File: config.mk
export PLATFORM = sky130hd
export DESIGN_NAME = rtc_shadow_sync
export DESIGN_NICKNAME = d
export VERILOG_FILES = /design/src/rtl/rtc_shadow_sync.sv
export SDC_FILE = /design/constraint.sdc
export NUM_CORES = 1
export LEC_CHECK = 0
export ABC_AREA = 1
export BUFFER_PORTS_ARGS = -buffer_cell sky130_fd_sc_hd__buf_2
export CORE_ASPECT_RATIO = 0.7
export CORE_MARGIN = 1
export CORE_UTILIZATION = 40
export CTS_CLUSTER_SIZE = 12
export DETAILED_ROUTE_END_ITERATION = 6
export HOLD_SLACK_MARGIN = 0.12
export PLACE_DENSITY = 0.73
export SLEW_MARGIN = 20
export SYNTH_ARGS = -nofsm -noshare
export SYNTH_HDL_FRONTEND = slang
export SYNTH_SLANG_ARGS = --single-unit
File: constraint.sdc
create_clock -name clk -period 1.39 [get_ports clk]
set_input_delay 0.0695 -clock clk [delete_from_list [all_inputs] [get_ports clk]]
set_output_delay 0.0695 -clock clk [all_outputs]
set_load 0.05 [all_outputs]
File: src/rtl/rtc_shadow_sync.sv
module rtc_shadow_sync #(
  parameter int REG_COUNT   = 8,
  parameter int LONG_TICKS  = 7320,
  parameter int SHORT_TICKS = 450,
  parameter bit ALARM_HOLD  = 1'b0,
  parameter bit RD_PATH_EN  = 1'b1
) (
  input  logic                   clk,
  input  logic                   rst_n,
  input  logic                   wr_en,
  input  logic [4:0]             addr,
  input  logic [7:0]             wdata,
  output logic [7:0]             rdata,
  input  logic [REG_COUNT*8-1:0] live_time,
  output logic [REG_COUNT*8-1:0] time_image,
  output logic [REG_COUNT*8-1:0] alarm_image,
  output logic                   time_load,
  output logic                   alarm_load,
  output logic                   busy,
  output logic [1:0]             live_mode
);
  localparam int MAX_TICKS = (LONG_TICKS > SHORT_TICKS) ? LONG_TICKS : SHORT_TICKS;
  localparam int CNT_W     = $clog2(MAX_TICKS + 1);
  localparam logic [4:0] CTL_ADDR = 5'd16;

  logic [7:0] tsh [REG_COUNT];
  logic [7:0] ash [REG_COUNT];

  logic             req_wt, req_rt, req_al, time_en, fast;
  logic [1:0]       mode_stage;
  logic             busy_q, tl_q, al_q;
  logic [CNT_W-1:0] cnt;

  logic [2:0] idx;
  logic       ctl_wr, accept, rd_bit, start, done;

  assign idx    = addr[2:0];
  assign ctl_wr = wr_en && (addr == CTL_ADDR);
  assign accept = ctl_wr && !busy_q;
  assign rd_bit = RD_PATH_EN && wdata[1];
  assign start  = accept && (wdata[0] || rd_bit || wdata[2]);
  assign done   = busy_q && (cnt == CNT_W'(1));

  assign busy       = busy_q;
  assign time_load  = tl_q;
  assign alarm_load = al_q;

  for (genvar gi = 0; gi < REG_COUNT; gi++) begin : g_byte
    assign time_image[gi*8 +: 8]  = tsh[gi];
    assign alarm_image[gi*8 +: 8] = ash[gi];

    always_ff @(posedge clk or negedge rst_n) begin
      if (!rst_n) begin
        tsh[gi] <= '0;
        ash[gi] <= '0;
      end else begin
        if (done && req_rt)
          tsh[gi] <= live_time[gi*8 +: 8];
        else if (wr_en && addr == 5'(gi))
          tsh[gi] <= wdata;
        if (wr_en && addr == 5'(8 + gi))
          ash[gi] <= wdata;
      end
    end
  end

  always_comb begin
    rdata = '0;
    if (addr == CTL_ADDR)
      rdata = {busy_q, mode_stage, fast, time_en, req_al, req_rt, req_wt};
    else if (addr[4:3] == 2'b00 && int'(idx) < REG_COUNT)
      rdata = tsh[idx];
    else if (addr[4:3] == 2'b01 && int'(idx) < REG_COUNT)
      rdata = ash[idx];
  end

  always_ff @(posedge clk or negedge rst_n) begin
    if (!rst_n) begin
      req_wt     <= 1'b0;
      req_rt     <= 1'b0;
      req_al     <= 1'b0;
      time_en    <= 1'b0;
      fast       <= 1'b0;
      mode_stage <= '0;
      live_mode  <= '0;
      busy_q     <= 1'b0;
      cnt        <= '0;
      tl_q       <= 1'b0;
      al_q       <= 1'b0;
    end else begin
      tl_q <= done && req_wt && time_en;
      al_q <= done && req_al;
      if (accept) begin
        req_wt     <= wdata[0];
        req_rt     <= rd_bit;
        req_al     <= wdata[2];
        time_en    <= wdata[3];
        fast       <= wdata[4];
        mode_stage <= wdata[6:5];
        if (start) begin
          busy_q <= 1'b1;
          cnt    <= wdata[4] ? CNT_W'(SHORT_TICKS) : CNT_W'(LONG_TICKS);
        end
      end else if (done) begin
        busy_q <= 1'b0;
        cnt    <= '0;
        req_wt <= 1'b0;
        req_rt <= 1'b0;
        if (!ALARM_HOLD) req_al <= 1'b0;
        if (req_al) live_mode <= mode_stage;
      end else if (busy_q) begin
        cnt <= cnt - CNT_W'(1);
      end
    end
  end
endmodule

== Yosys cells after proc, flatten, opt, wreduce, memory -nomap -nowiden ==
Cells that the tools add are included.

* Bits of input ports: 80
* Register bits after elaboration: 153
* Output and inout bits: 141

* Multiplexer cells: 36
* Bitwise gates (word level): 2
* Add/sub/neg operators: 1
* Order comparisons: 1
* Reduce and logical (&&, ||, !) cells: 42
* Equal/unequal tests: 19

{| class="wikitable"
|+ Operators with widths
! cell !! number
|-
| 8-bit 2-to-1 mux || 23
|-
| 13-bit 2-to-1 mux || 5
|-
| 8-bit binary-select mux with 3-bit select || 2
|-
| 5-bit by 4-bit equality test with 1-bit output, second input constant || 8
|-
| 1-bit logical AND || 24
|-
| 5-bit by 3-bit equality test with 1-bit output, second input constant || 4
|-
| 2-bit nonzero test || 9
|-
| 13-bit by 1-bit equality test with 1-bit output, second input constant || 1
|-
| 13-bit by 1-bit subtractor with 13-bit output, second input constant || 1
|-
| 5-bit by 2-bit equality test with 1-bit output, second input constant || 2
|-
| 1-bit 2-to-1 mux || 6
|-
| 5-bit by 1-bit equality test with 1-bit output, second input constant || 1
|-
| 5-bit equality test, second input constant || 1
|-
| 5-bit zero test || 1
|-
| 4-bit greater-or-equal comparator, second input constant || 1
|-
| 3-bit inverter with 4-bit output || 1
|-
| 2-bit AND reduction || 2
|-
| 3-bit AND reduction || 1
|-
| 3-bit nonzero test || 1
|-
| 2-bit by 1-bit equality test with 1-bit output, second input constant || 1
|-
| 2-bit zero test || 1
|-
| 1-bit logical OR || 2
|-
| 2-bit by 1-bit != test with 1-bit output, second input constant || 1
|-
| 1-bit zero test || 1
|-
| 1-bit inverter || 1
|}

== Longest topological paths before layout ==
* Depth after elaboration: 7
* Depth in mapped cells: 11

== Least setup slack after synthesis ==
Ideal clock, no wire load.

* Path type: reg2reg
* From: reg busy_q, in the netlist busy
* To: reg tsh (netlist bit time_image[40])
* Arrival time: 1.575 ns
* Data required time: 1.265 ns
* Path slack: -0.310 ns
* Clock period less this slack: 1.700 ns
* Buffers on the path: 1
* Cell stages (with the launch flop): 9
* Cells stage by stage: dfrtp_1 -> nand3_1 -> nor2_1 -> nand3_4 -> buf_4 -> nand2_1 -> inv_2 -> nand2_1 -> nand3_1

* Word-level cells in the longest chain between the ends: 3

{| class="wikitable"
|+ RTL lines
! item !! RTL line !! source
|-
| from (decl) || 31 || <nowiki>logic busy_q, tl_q, al_q;</nowiki>
|-
| from (signal assigned) || 86 || <nowiki>busy_q <= 1'b0;</nowiki>
|-
| from (signal assigned) || 101 || <nowiki>busy_q <= 1'b1;</nowiki>
|-
| from (signal assigned) || 105 || <nowiki>busy_q <= 1'b0;</nowiki>
|-
| 1-bit logical AND (*) || 42 || <nowiki>assign done = busy_q && (cnt == CNT_W'(1));</nowiki>
|-
| 1-bit logical AND (*) || 57 || <nowiki>if (done && req_rt)</nowiki>
|-
| 8-bit 2-to-1 mux or 2-bit nonzero test (tied branches) || n/a ||
|-
| to (signal, indexed assignment) || 58 || <nowiki>tsh[gi] <= live_time[gi*8 +: 8];</nowiki>
|-
| to (signal, indexed assignment) || 60 || <nowiki>tsh[gi] <= wdata;</nowiki>
|-
| to (decl) || 26 || <nowiki>logic [7:0] tsh [REG_COUNT];</nowiki>
|}

Mark *: on every way between the ends. The rest lies on a longest branch, timed or not.
A chain may end at the register's enable or synchronous reset.

== Worst setup path after layout ==
* From: reg tsh (netlist bit time_image[0])
* To: out rdata[0]

* Word-level cells in the longest chain between the ends: 5

{| class="wikitable"
|+ RTL lines
! item !! RTL line !! source
|-
| 8-bit binary-select mux with 3-bit select || 72 || <nowiki>rdata = tsh[idx];</nowiki>
|-
| 8-bit 2-to-1 mux (implied by the code) (2 in a row) || 72 ||
|-
| 8-bit 2-to-1 mux || 71 || <nowiki>else if (addr[4:3] == 2'b00 && int'(idx) < REG_COUNT)</nowiki>
|-
| 8-bit 2-to-1 mux || 69 || <nowiki>if (addr == CTL_ADDR)</nowiki>
|-
| to (decl) || 13 || <nowiki>output logic [7:0] rdata,</nowiki>
|}

No other way between the ends. The select of a mux whose other input is x is not followed.

==> impl_metrics.ini <==
[timing]
setup_viol = 90
finClkSkew_ns = 0.0120
final_max_slew_viol_count = 0
layout_worst_path_cycle_share_pct = 139
hold_viol = 0
period_needed_ns = 1.93
slew_headroom_pct = 63.2
fin_ws_ns = -0.544
fmax_mhz = 517
worst_pin_slew_ns = 0.551
rsz0062_at_grt = yes

[clock_tree]
numCtsBuffers = 17
clk_latency_ns = 0.44
cts.path.max_buffers = 2
cts-root-buf = clkbuf_16
htreeDepth = 4
cts_tree = built
cts.sinks = 153
clk_pin_slew_ns = 0.07

[synth]
syn_area_per_cell_um2 = 7.39
ys_warn_count = 0
syn_inst = 1055
netlist_top_cells_area = dfrtp_1, nand2_1, nand3_1, o21ai_1, inv_1
syn_nets = 1137
ys_ff_latch = 153
yosysTopAreaCellShare_pct = 49.1
ys_seq_area_share_pct = 49.1
synth_area_leader_cell = dfrtp_1
syn_area_um2 = 7800
synthDistinctLibCells = 27

[die]
io_pins = 221
rows = 42
start_util_pct = 41.1
dieArea_um2 = 20100
coreArea_um2 = 19000
fp.dieW_um = 169
dieHeight_um = 119

[placement]
dpl.hpwl_um = 22800
dp_slack_ns = -0.260
gp_congestion = 0.997
io_buffers = 220

[run]
cap_violations = 0

[worst_setup_path]
start_kind = register
end_kind = output port
r2r_setup_slack_ns = -0.44
arrival_ns = 1.86
r2r_cells = 12
crit_required_ns = 1.32
crit_fanout = 3
worst-setup-path-type = register to output port

[drt]
vias_per_cell = 5.84
drtIter0Drc = 1188
wirelength_um = 38800
vias = 10200
drtPass1Iterations = 6
wl_per_cell_um = 22.2
drc_errors = 0
ant_nets = 0

[global_route]
antenna_found_initial = 2
grt_max_degree = 39
track_usage_pct = 37.8
grt_remaining_overflow = 0
grt_pass1_vias = 9616
grt_pass1_wl_um = 56200

[cells_and_area]
drive_above_1_share_pct = 47.5
nets = 1551
mostFrequentLayoutCells = nand2_1, buf_2, dfrtp_1
final_common_cell = nand2_1
area_delta_synth_final_pct = 70.3

[power]
finalPower_mw = 16.3
power.leakage_nw = 7.05
ir_drop_mv = 0.847
p_per_area_nw_per_um2 = 1230

[outcome]
status = finished with violations
violations = setup timing

[hold_path]
hp-class = input port to async pin
==> what timing repair did <==
action | in CTS | in global routing
pin swaps | 100 | 65
hold endpoints to repair | 219 | 0
buffers inserted | 33 | 8
cloned | 9 | 1
hold buffers | 74 | 0
gates resized for setup | 333 | 115
setup endpoints to repair | 91 | 93
==> synth_stat cells <==
cell type / n
a21oi_1: 42
a22oi_1: 5
and2_1: 1
buf_2: 12
buf_4: 9
buf_6: 4
clkbuf_1: 9
clkinv_2: 2
dfrtp_1: 153
ha_1: 2
inv_1: 65
inv_2: 18
nand2_1: 443
nand2_2: 18
nand3_1: 91
nand3_2: 1
nand3_4: 1
nand3b_1: 1
nand4_1: 24
nor2_1: 61
nor2_2: 6
nor2_4: 5
nor3_1: 2
o21ai_0: 20
o21ai_1: 57
o21ai_2: 1
xor2_1: 2
==> final cells by class <==
cell class | count | area [um2]
diodes | 1 | 2.50
clock buffers | 18 | 439
clock inverters | 12 | 104
fillers | 1311 | 5700
inverters | 85 | 435
multi-input cells | 783 | 4740
flip-flops and latches | 153 | 3830
well taps | 264 | 330
repair buffers | 429 | 3390
==> per-layer routing <==
layer / routed length, um / GRT usage, %
met4: 2690 / 19.1
met1: 14500 / 51.7
met5: 10 / 0
met2: 16000 / 54.9
met3: 5520 / 10.1
==> worst max-delay path, stage by stage (launching register included) <==
cell,delay (ns)
dfrtp_1,0.41
a21oi_2,0.22
nand4_1,0.24
nand3_2,0.22
nand3_2,0.12
buf_4,0.20
==> registers in the layout, indices dropped and copies added (netlist names) <==
name / cells
alarm_image: 64
alarm_load: 1
busy: 1
cnt: 13
fast: 1
live_mode: 2
mode_stage: 2
req_al: 1
req_rt: 1
req_wt: 1
time_en: 1
time_image: 64
time_load: 1
==> power by group <==
group | internal [mW] | total [mW] | switching, mW | leakage (nW)
logic | 1.64 | 5.97 | 4.33 | 4.84
clock network | 2.48 | 4.43 | 1.95 | 0.264
registers | 5.14 | 5.87 | 0.731 | 1.95
==> final timing paths <==
path	startpoint	endpoint
worst max-delay path	time_image[0]$_DFFE_PN0P_	rdata[0]
worst min-delay path	rst_n	alarm_image[53]$_DFFE_PN0P_
worst max register to register	cnt[8]$_DFFE_PN0P_	time_image[11]$_DFFE_PN0P_
worst min register to register	alarm_image[20]$_DFFE_PN0P_	alarm_image[20]$_DFFE_PN0P_
max in group asynchronous	rst_n	time_image[63]$_DFFE_PN0P_
min in group clk	addr[4]	busy$_DFFE_PN0P_
==> metrics by stage <==
| stage | utilization (%) | cell area [um2] | cells | TNS (ns) | hold WS, ns |
|---|---|---|---|---|---|
| floorplan | - | 7870 | 1055 | -4.65 | -0.226 |
| global placement | 52.8 | 10000 | 1604 | -14.29 | 0.0128 |
| detailed placement | 52.8 | 10000 | 1604 | -20.72 | 0.0136 |
| CTS | 68.5 | 13000 | 1749 | -20.27 | 0.129 |
| global route | 70.0 | 13300 | 1745 | -31.34 | 0.147 |
| finish | 70.0 | 13300 | 1745 | -26.18 | 0.126 |
==> cell families after synthesis <==
group	share of synthesized area [%]
adders and majority gates	0.321
AOI/OAI and AO/OA	8.23
xor gates and xnor gates	0.225
buffers and inverters	6.77
DFF	49.1
and+or+nand+nor	35.3
Power figures use the tool's default switching activity.
